$ cat config.mk
export PLATFORM = sky130hd
export DESIGN_NAME = vmm_step_seq
export DESIGN_NICKNAME = d
export VERILOG_FILES = /design/src/rtl/vmm_seq_pkg.sv /design/src/rtl/vmm_win_scaler.sv /design/src/rtl/vmm_layer_dec.sv /design/src/rtl/vmm_tile_grid.sv /design/src/rtl/vmm_seq_ctrl.sv /design/src/rtl/vmm_step_seq.sv
export SDC_FILE = /design/constraint.sdc
export NUM_CORES = 1
export LEC_CHECK = 0
export ABC_AREA = 1
export BUFFER_PORTS_ARGS = -buffer_cell sky130_fd_sc_hd__buf_2
export CAP_MARGIN = 40
export CELL_PAD_IN_SITES_DETAIL_PLACEMENT = 1
export CELL_PAD_IN_SITES_GLOBAL_PLACEMENT = 1
export CORE_UTILIZATION = 36
export CTS_BUF_LIST = sky130_fd_sc_hd__clkbuf_2 sky130_fd_sc_hd__clkbuf_4 sky130_fd_sc_hd__clkbuf_8
export DETAILED_ROUTE_END_ITERATION = 8
export PLACE_DENSITY = 0.9
export SKIP_CTS_REPAIR_TIMING = 1
export SYNTH_ARGS = -nofsm -noshare
export SYNTH_HDL_FRONTEND = slang
export SYNTH_HIERARCHICAL = 1
export SYNTH_SLANG_ARGS = --single-unit
export TNS_END_PERCENT = 50
$ cat constraint.sdc
create_clock -name clk -period 6.1 [get_ports clk]
set_input_delay 1.22 -clock clk [delete_from_list [all_inputs] [get_ports clk]]
set_output_delay 1.22 -clock clk [all_outputs]
set_load 0.05 [all_outputs]
$ cat src/rtl/vmm_seq_pkg.sv
// Shared types for the layered multiply step sequencer.
// Assumes: state encoding is private to the sequencer and its top.
package vmm_seq_pkg;
    typedef enum logic [2:0] {
        S_IDLE,
        S_RESET,
        S_SEL_W,
        S_INTEG,
        S_SEL_SW,
        S_SWEEP,
        S_NEXT,
        S_DONE
    } seq_state_e;
endpackage

$ cat src/rtl/vmm_win_scaler.sv
// Output-window length from the integration count and a coupling fraction.
// Window = Te + max(1, floor(Te*frac / 2^FRAC_W)), Te = max(1, t_int).
// Assumes: result fits CNT_W+1 bits, which holds since frac < 2^FRAC_W.
module vmm_win_scaler #(
    parameter int CNT_W  = 12,
    parameter int FRAC_W = 4
) (
    input  logic [CNT_W-1:0]  t_int_in,
    input  logic [FRAC_W-1:0] frac_in,
    output logic [CNT_W-1:0]  t_int_eff,
    output logic [CNT_W:0]    win_out
);
    localparam int PROD_W = CNT_W + FRAC_W;

    logic [PROD_W-1:0] prod;
    logic [CNT_W-1:0]  stretch;

    // Scale the effective integration count and add a stretch of at least one.
    always_comb begin
        t_int_eff = (t_int_in == '0) ? CNT_W'(1) : t_int_in;
        prod      = {{FRAC_W{1'b0}}, t_int_eff} * {{CNT_W{1'b0}}, frac_in};
        stretch   = prod[PROD_W-1:FRAC_W];
        if (stretch == '0) begin
            stretch = CNT_W'(1);
        end
        win_out   = {1'b0, t_int_eff} + {1'b0, stretch};
    end
endmodule

$ cat src/rtl/vmm_layer_dec.sv
// Index to one-hot layer select with a global enable.
// Assumes: idx < NUM_LAYERS; with en low every layer stays in pass mode.
module vmm_layer_dec #(
    parameter int NUM_LAYERS = 64,
    parameter int LAYER_W    = $clog2(NUM_LAYERS)
) (
    input  logic               en,
    input  logic [LAYER_W-1:0] idx,
    output logic [NUM_LAYERS-1:0] sel
);
    for (genvar g = 0; g < NUM_LAYERS; g++) begin : g_line
        // Each line compares against its own constant index.
        assign sel[g] = en && (idx == LAYER_W'(g));
    end
endmodule

$ cat src/rtl/vmm_tile_grid.sv
// Tile enable grid: a tile is on where its row and column lines cross.
// Assumes: bit r*NUM_COLS+c addresses the tile at row r, column c.
module vmm_tile_grid #(
    parameter int NUM_ROWS = 4,
    parameter int NUM_COLS = 4
) (
    input  logic                         en,
    input  logic [NUM_ROWS-1:0]          row_en,
    input  logic [NUM_COLS-1:0]          col_en,
    output logic [NUM_ROWS*NUM_COLS-1:0] tile_en
);
    for (genvar r = 0; r < NUM_ROWS; r++) begin : g_row
        for (genvar c = 0; c < NUM_COLS; c++) begin : g_col
            // Crossing of one row line and one column line.
            assign tile_en[r*NUM_COLS+c] = en && row_en[r] && col_en[c];
        end
    end
endmodule

$ cat src/rtl/vmm_seq_ctrl.sv
// Phase sequencer: state, phase counter and layer walk for one operation.
// Latches all timing and layer parameters when a command is accepted in
// idle; commands at any other time are ignored.
// Assumes: win_in >= 1 and t_int_in >= 1 (supplied by the scaler).
module vmm_seq_ctrl
    import vmm_seq_pkg::*;
#(
    parameter int NUM_LAYERS = 64,
    parameter int LAYER_W    = $clog2(NUM_LAYERS),
    parameter int CNT_W      = 12,
    parameter int ACC_W      = 2
) (
    input  logic               clk,
    input  logic               rst_n,
    input  logic               start,
    input  logic [CNT_W-1:0]   t_ls_in,
    input  logic [CNT_W-1:0]   t_int_in,
    input  logic [CNT_W:0]     win_in,
    input  logic [LAYER_W-1:0] base_in,
    input  logic [ACC_W-1:0]   extra_in,
    output seq_state_e         state,
    output logic               launch,
    output logic [LAYER_W-1:0] cur_layer,
    output logic               first_layer
);
    localparam logic [CNT_W:0]   ONE_C   = (CNT_W+1)'(1);
    localparam logic [LAYER_W-1:0] TOP_IX = LAYER_W'(NUM_LAYERS - 1);

    logic [CNT_W-1:0] tls_q, tint_q;
    logic [CNT_W:0]   win_q, cnt;
    logic [ACC_W-1:0] extra_q, lay_cnt;
    logic             cnt_zero;

    // Command acceptance and phase-counter expiry.
    always_comb begin
        launch      = (state == S_IDLE) && start;
        cnt_zero    = (cnt == '0);
        first_layer = (lay_cnt == '0);
    end

    // Parameter capture at acceptance; held for the whole operation.
    always_ff @(posedge clk) begin
        if (!rst_n) begin
            tls_q   <= CNT_W'(1);
            tint_q  <= CNT_W'(1);
            win_q   <= ONE_C;
            extra_q <= '0;
        end else if (launch) begin
            tls_q   <= (t_ls_in == '0) ? CNT_W'(1) : t_ls_in;
            tint_q  <= t_int_in;
            win_q   <= win_in;
            extra_q <= extra_in;
        end
    end

    // Phase state machine with a down-counter per timed phase.
    always_ff @(posedge clk) begin
        if (!rst_n) begin
            state     <= S_IDLE;
            cnt       <= '0;
            lay_cnt   <= '0;
            cur_layer <= '0;
        end else begin
            case (state)
                S_IDLE: begin
                    if (start) begin
                        state     <= S_RESET;
                        lay_cnt   <= '0;
                        cur_layer <= base_in;
                    end
                end
                S_RESET: begin
                    state <= S_SEL_W;
                    cnt   <= {1'b0, tls_q} - ONE_C;
                end
                S_SEL_W: begin
                    if (cnt_zero) begin
                        state <= S_INTEG;
                        cnt   <= {1'b0, tint_q} - ONE_C;
                    end else begin
                        cnt <= cnt - ONE_C;
                    end
                end
                S_INTEG: begin
                    if (cnt_zero) begin
                        state <= S_SEL_SW;
                        cnt   <= {1'b0, tls_q} - ONE_C;
                    end else begin
                        cnt <= cnt - ONE_C;
                    end
                end
                S_SEL_SW: begin
                    if (cnt_zero) begin
                        state <= S_SWEEP;
                        cnt   <= win_q - ONE_C;
                    end else begin
                        cnt <= cnt - ONE_C;
                    end
                end
                S_SWEEP: begin
                    if (cnt_zero) begin
                        state <= S_NEXT;
                    end else begin
                        cnt <= cnt - ONE_C;
                    end
                end
                S_NEXT: begin
                    if (lay_cnt == extra_q) begin
                        state <= S_DONE;
                    end else begin
                        state     <= S_RESET;
                        lay_cnt   <= lay_cnt + ACC_W'(1);
                        cur_layer <= (cur_layer == TOP_IX) ? '0
                                                           : cur_layer + LAYER_W'(1);
                    end
                end
                S_DONE: begin
                    state <= S_IDLE;
                end
                default: begin
                    state <= S_IDLE;
                end
            endcase
        end
    end
endmodule

$ cat src/rtl/vmm_step_seq.sv
// Top of the two-phase layered multiply step sequencer.
// Decodes the sequencer state into the capacitor reset, read-layer select,
// encoder launch, windows, accumulator controls, tile enables and done.
// Assumes: the top layer (NUM_LAYERS-1) holds the sweep current sources.
module vmm_step_seq
    import vmm_seq_pkg::*;
#(
    parameter int NUM_LAYERS = 64,
    parameter int NUM_ROWS   = 4,
    parameter int NUM_COLS   = 4,
    parameter int CNT_W      = 12,
    parameter int FRAC_W     = 4,
    parameter int LAYER_W    = $clog2(NUM_LAYERS),
    parameter int TILES      = NUM_ROWS * NUM_COLS
) (
    input  logic                  clk,
    input  logic                  rst_n,
    input  logic                  start,
    input  logic [LAYER_W-1:0]    base_layer,
    input  logic [1:0]            extra_layers,
    input  logic [NUM_ROWS-1:0]   row_en,
    input  logic [NUM_COLS-1:0]   col_en,
    input  logic [CNT_W-1:0]      t_ls,
    input  logic [CNT_W-1:0]      t_int,
    input  logic [FRAC_W-1:0]     coup_frac,
    output logic [NUM_LAYERS-1:0] layer_sel,
    output logic                  cap_rst,
    output logic                  vmm_mode,
    output logic                  enc_start,
    output logic                  integ_win,
    output logic                  drive_all,
    output logic                  acc_clr,
    output logic                  acc_en,
    output logic [TILES-1:0]      tile_en,
    output logic                  busy,
    output logic                  done
);
    localparam logic [LAYER_W-1:0] TOP_IX = LAYER_W'(NUM_LAYERS - 1);

    seq_state_e           state;
    logic                 launch, first_layer, integ_q, on_top;
    logic [LAYER_W-1:0]   cur_layer, read_idx;
    logic [CNT_W-1:0]     t_int_eff;
    logic [CNT_W:0]       win_len;
    logic [NUM_ROWS-1:0]  row_q;
    logic [NUM_COLS-1:0]  col_q;

    vmm_win_scaler #(.CNT_W(CNT_W), .FRAC_W(FRAC_W)) u_scale (
        .t_int_in  (t_int),
        .frac_in   (coup_frac),
        .t_int_eff (t_int_eff),
        .win_out   (win_len)
    );

    vmm_seq_ctrl #(
        .NUM_LAYERS(NUM_LAYERS), .LAYER_W(LAYER_W), .CNT_W(CNT_W), .ACC_W(2)
    ) u_ctrl (
        .clk         (clk),
        .rst_n       (rst_n),
        .start       (start),
        .t_ls_in     (t_ls),
        .t_int_in    (t_int_eff),
        .win_in      (win_len),
        .base_in     (base_layer),
        .extra_in    (extra_layers),
        .state       (state),
        .launch      (launch),
        .cur_layer   (cur_layer),
        .first_layer (first_layer)
    );

    // Tile line capture at command acceptance.
    always_ff @(posedge clk) begin
        if (!rst_n) begin
            row_q <= '0;
            col_q <= '0;
        end else if (launch) begin
            row_q <= row_en;
            col_q <= col_en;
        end
    end

    // Previous-cycle integration flag for the encoder launch edge.
    always_ff @(posedge clk) begin
        if (!rst_n) begin
            integ_q <= 1'b0;
        end else begin
            integ_q <= (state == S_INTEG);
        end
    end

    // State decode into the phase controls.
    always_comb begin
        cap_rst   = (state == S_RESET);
        acc_clr   = (state == S_RESET) && first_layer;
        integ_win = (state == S_INTEG);
        enc_start = (state == S_INTEG) && !integ_q;
        drive_all = (state == S_SWEEP);
        acc_en    = (state == S_SWEEP);
        on_top    = (state == S_SEL_SW) || (state == S_SWEEP);
        vmm_mode  = (state == S_SEL_W) || (state == S_INTEG) || on_top;
        read_idx  = on_top ? TOP_IX : cur_layer;
        busy      = (state != S_IDLE);
        done      = (state == S_DONE);
    end

    vmm_layer_dec #(.NUM_LAYERS(NUM_LAYERS), .LAYER_W(LAYER_W)) u_dec (
        .en  (vmm_mode),
        .idx (read_idx),
        .sel (layer_sel)
    );

    vmm_tile_grid #(.NUM_ROWS(NUM_ROWS), .NUM_COLS(NUM_COLS)) u_grid (
        .en      (vmm_mode),
        .row_en  (row_q),
        .col_en  (col_q),
        .tile_en (tile_en)
    );
endmodule

======== After elaboration in Yosys (flattened, before gate mapping) ========
Index checks and enable logic that the tools add are counted.
operators by class
  reduce and logical (&&, ||, !) cells .... 104
  multiply operators ...................... 1
  $add $sub $neg .......................... 7
  mux-type cells .......................... 23
  equal/unequal tests ..................... 79
operator list
  kind                   count
  $eq 6x6->1 const B     33
  $eq 6x5->1 const B     16
  $logic_and 1x1->1      87
  $pmux 13 s5            1
  $mux 13                4
  $eq 6x4->1 const B     8
  $logic_not 12->1       3
  $mux 12                3
  $sub 12x1->13 const B  2
  $sub 13x1->13 const B  2
  $eq 6x3->1 const B     4
  $mux 6                 4
  $pmux 3 s8             1
  $mux 3                 6
  $mul 12x4->16          1
  $add 12x12->13         1
  $logic_not 13->1       1
  $eq 3x3->1 const B     4
  $eq 6x2->1 const B     2
  $pmux 6 s2             1
  $ne 2x1->1 const B     4
  $add 6x1->6 const B    1
  $eq 3x2->1 const B     2
  $eq 6x1->1 const B     1
  other kinds (17)       22
word-level totals
  word-level logic and storage cells ...... 225
  input port bits ......................... 47
  output and inout port bits .............. 89
  flip-flop bits (word level) ............. 72

======== Depth between registers and ports, before layout ========
  word-level depth ........................ 6
  depth in mapped cells ................... 35
  mapped depth without buffers ............ 35

======== Modules after synthesis ========
Netlist, hierarchy kept.
by module, submodules not included
  module          times used  area each (sq um)  cells an instance  seq. area each (sq um)
  vmm_seq_ctrl    1           4078.9             635                1261.2
  vmm_win_scaler  1           2184.6             361                0.0
  vmm_step_seq    1           494.2              83                 180.2
  vmm_layer_dec   1           445.4              104                0.0
  vmm_tile_grid   1           90.1               24                 0.0

======== Worst setup path after synthesis ========
Ideal clock, no wire load.
  path type ............................... input to register
  start point ............................. in t_int[4]
  end point ............................... reg u_ctrl.win_q[12]
  stages .................................. 34
  buffers on the path ..................... 0
  data required time ...................... 5.981 ns
  arrival ................................. 5.736 ns
  setup slack ............................. 0.245 ns
  library setup time ...................... 0.119 ns
  path through ............................ nor2_1 nand2_1 nor2_2 nand2_2 nand2_4 nand2_1 fa_1 fa_1 inv_1 ha_1 a21oi_1 o21ai_1 a21oi_1 nand2_1 nand2_1 nand2_1 nand2_1 nand2_1 nand3_1 nor2_1 nand3_1 nand2_1 ha_1 fa_1 nand3_1 nand2_1 a21oi_1 o21ai_1 a21boi_0 o21ai_1 a21oi_1 o21bai_1 o21ai_0 a21oi_1
on the way
  longest elaborated chain between the ends .. 6
ends and longest elaborated chain
  what                    line                  text
  start, declared         vmm_step_seq.sv:24    input logic [CNT_W-1:0] t_int,
  $logic_not 12->1 *      vmm_win_scaler.sv:20  t_int_eff = (t_int_in == '0) ? CNT_W'(1) : t_int_in;
  $mux 12 *               vmm_win_scaler.sv:20
  named net t_int_eff[0]  vmm_step_seq.sv:43    logic [CNT_W-1:0] t_int_eff;
  $mul 12x4->16           vmm_win_scaler.sv:21  prod = {{FRAC_W{1'b0}}, t_int_eff} * {{CNT_W{1'b0}}, frac_in};
  $logic_not 12->1        vmm_win_scaler.sv:23  if (stretch == '0) begin
  $mux 12                 vmm_win_scaler.sv:23
  $add 12x12->13 *        vmm_win_scaler.sv:26  win_out = {1'b0, t_int_eff} + {1'b0, stretch};
  named net win_len[12]   vmm_step_seq.sv:44    logic [CNT_W:0] win_len;
  end signal, assigned    vmm_seq_ctrl.sv:51    win_q <= win_in;
  end, declared           vmm_seq_ctrl.sv:30    logic [CNT_W:0] win_q, cnt;
The timed path passes the listed nets; every way through them passes the cells marked *.
A chain may end at the register's enable or synchronous reset.

======== Final worst setup path ========
Same ends and word-level chain as after synthesis.

==> flow_summary_export.csv <==
group,metric,value,unit
critical_path,startpoint,"t_int[4]",
sta,holdWs,482,ps
synthesis,synth_top_area_frac,0.198,
synthesis,synthArstFlopShare,0,
synthesis,synth.net_count,1311,
power,design_power_total,3.89,mW
run_status,status,"finished, final reports clean",
die,fp.dieH,144,µm
sta,timing.final.crit_period,5770,ps
synthesis,synth_cell_types,45,
critical_path,worst-setup-path-type,"in2reg",
detailed_routing,post_drt_wl_per_cell,16.0,µm
finish,layoutNonFillerInstCount,1605,
critical_path,crit_slowest_cell,"fa_1",
cts,cts.path.max_buffers,2,
synthesis,ys_top_cells_by_area,"dfxtp_1 (20%), nand2_1 (13%), nor2_1 (10%)",
synthesis,synth_cells,1207,
die,die_x,144,µm
detailed_routing,via_count,8343,
cts,root_buffer,"clkbuf_8",
cts,cts_buffers,9,
power,ir_drop,0.211,mV
finish,nNetsFinal,1439,
synthesis,synth_compound_area_frac,0.147,
critical_path,slowest_delay,520,ps
synthesis,synth_top_family_by_area,"simple AND/OR/NAND/NOR gates",
finish,area.growth.synth_to_final,16.8,%
critical_path,end_kind,"flip-flop",
global_route,grt-ovfl-total,0,
sta,fmax,173,MHz
sta,worst_clock_skew,13.2,ps
cts,clk_pin_slew,80,ps
critical_path,cp_data_required_time,6340,ps
synthesis,yosys_warnings,6,
power,cellPowerDensity,457,nW/µm²
placed_design,hpwl,20.3,mm
critical_path,crit_top_cell,"nand2_1",
placed_design,place.gp.congestion,0.924,
critical_path,path_max_fanout,4,
finish,post-route-util,0.433,
cts,htree_levels,3,
sta,drv_slew,0,
sta,setup_violations,0,
synthesis,synthAdderAreaFrac,0.118,
die,ios,136,
detailed_routing,drcViolationCount,0,
synthesis,ys_seq_elements,72,
placed_design,dp.cells,1589,
global_route,grt_pass1_wl,41.0,mm
hold_path,hold_class,"reg2reg",
cts,clk_latency,380,ps
synthesis,synthSimpleGateAreaFrac,0.350,
critical_path,arrival,6010,ps
die,rows,51,
synthesis,synth-xor-area-share,0.0492,
synthesis,mappedNetlistArea,7290,µm²
synthesis,avgSynthCellArea,6.04,µm²
synthesis,yosysMostFrequentCell,"nand2_1",
detailed_routing,wirelength,25.7,mm
detailed_routing,drt-initial-drc-count,435,
detailed_routing,viasPerCell,5.20,
finish,diodes,0,
synthesis,synth_top_area_cell,"dfxtp_1",
critical_path,critPathLaunchType,"input pin",
placed_design,portBuffers,135,
detailed_routing,dr.pass1.iters,5,
die,coreArea,19700,µm²
synthesis,synth-edff-count,0,
sta,maxSlewHeadroom,0.523,
power,p_leak,4.56,nW
cts,cts_tree,"built",
sta,hold_viol,0,
critical_path,reg2reg_from,"u_ctrl/state[0]",
synthesis,synth_commonest_cells,"nand2_1 (259), nor2_1 (202), inv_1 (191)",
die,initial_core_util,0.371,
global_route,gr-usage-all-layers,0.248,
hold_path,hp-start,"col_q[1]",
finish,fillers,2814,
global_route,grt_start_max_net_pins,69,
synthesis,ys.flop_type,"dfxtp_1",
finish,layout-drive-gt1-share,0.171,
cts,cts_sinks,72,
global_route,first_global_vias,8393,
sta,fin_tns_setup,0,ps
sta,worstMarginPinSlew,715,ps
die,dieArea,20800,µm²
synthesis,yosysSeqAreaShare,0.198,
run,cap_viol_max_count,0,
sta,fin_crit_sh,0.945,
global_route,antenna_found_initial,0,
synthesis,yosys-mux-area-fraction,0,
detailed_routing,ant_nets,0,
## report_power, final
part / total, mW / switching [mW] / internal (mW)
clock: 0.449 / 0.214 / 0.235
combinational: 2.65 / 1.86 / 0.790
sequential: 0.795 / 0.155 / 0.640
## through the flow
step,worst slack (ps),instance area (µm²)
after CTS,115,8490
after global placement,35.5,8220
final,333,8520
after global routing,-20.8,8520
after detailed placement,-273,8260
after floorplan,245,7290
## cell usage in the layout, fill, tap and decap left out, types with 4 or more instances in the layout
| cell type | instances |
|---|---|
| o21ai_1 | 5 |
| dfxtp_1 | 72 |
| a21oi_1 | 81 |
| nand2_1 | 259 |
| ha_1 | 37 |
| nand3b_1 | 5 |
| o21bai_1 | 4 |
| nand2_2 | 11 |
| inv_2 | 7 |
| nor3_1 | 5 |
| o211ai_1 | 6 |
| fa_1 | 19 |
| xnor2_1 | 12 |
| clkbuf_8 | 9 |
| buf_2 | 135 |
| buf_4 | 24 |
| xor2_1 | 29 |
| nand3_1 | 71 |
| a22oi_1 | 4 |
| nand4_1 | 11 |
| nand3_2 | 6 |
| nor2_1 | 202 |
| o22ai_1 | 4 |
| o21ai_0 | 74 |
| a211oi_1 | 7 |
| nor2_2 | 8 |
| inv_1 | 191 |
## flip-flops by register name, summed over array words and instances (netlist names)
register          count
u_ctrl/cnt           13
u_ctrl/win_q         13
u_ctrl/tint_q        12
u_ctrl/tls_q         12
u_ctrl/cur_layer      6
col_q                 4
row_q                 4
u_ctrl/state          3
u_ctrl/extra_q        2
u_ctrl/lay_cnt        2
integ_q               1
## worst max-delay path: cells and delay by family
kind                     cells  cell delay [ps]
buffers and inverters        3              320
AND/OR/NAND/NOR             19             1570
AO/OA/AOI/OAI                8              960
adder cells (fa/ha/maj)      5             1910
## path summary, 6_finish.rpt
kind,to,slack [ps],cells past startpoint
max reg2reg,u_ctrl/cnt[11],3470,8
min,col_q[1],480,2
max,u_ctrl/win_q[12],330,35
min reg2reg,col_q[1],480,2
## routing by layer
| layer | vias to the layer above | part of all wire | GRT usage |
|---|---|---|---|
| met5 | - | 0 | 0 |
| met4 | 0 | 0.019 | 0.0698 |
| met3 | 40 | 0.038 | 0.0325 |
| met2 | 182 | 0.49 | 0.427 |
| met1 | 4072 | 0.45 | 0.323 |
| li1 | 4049 | - | - |
## area by class of cell
cell class,instances,area (µm²),area share
clock buffers,9,124,0.0145
clock inverters,7,105,0.0123
inverters,200,751,0.0881
multi-input cells,891,4870,0.572
flip-flops and latches,72,1440,0.169
well taps,265,332,0.0389
repair buffers,161,891,0.105
## cell families (layout without fill, tap and decap cells)
| kind of cell | count (synthesis) | in the layout |
|---|---|---|
| buffers and inverters | 244 | 377 |
| xor gates and xnor gates | 41 | 41 |
| AOI/OAI and AO/OA | 197 | 197 |
| and+or+nand+nor | 596 | 596 |
| adders and majority gates | 57 | 57 |
| DFF | 72 | 72 |
Note: power is estimated with default switching activity, not from simulation.
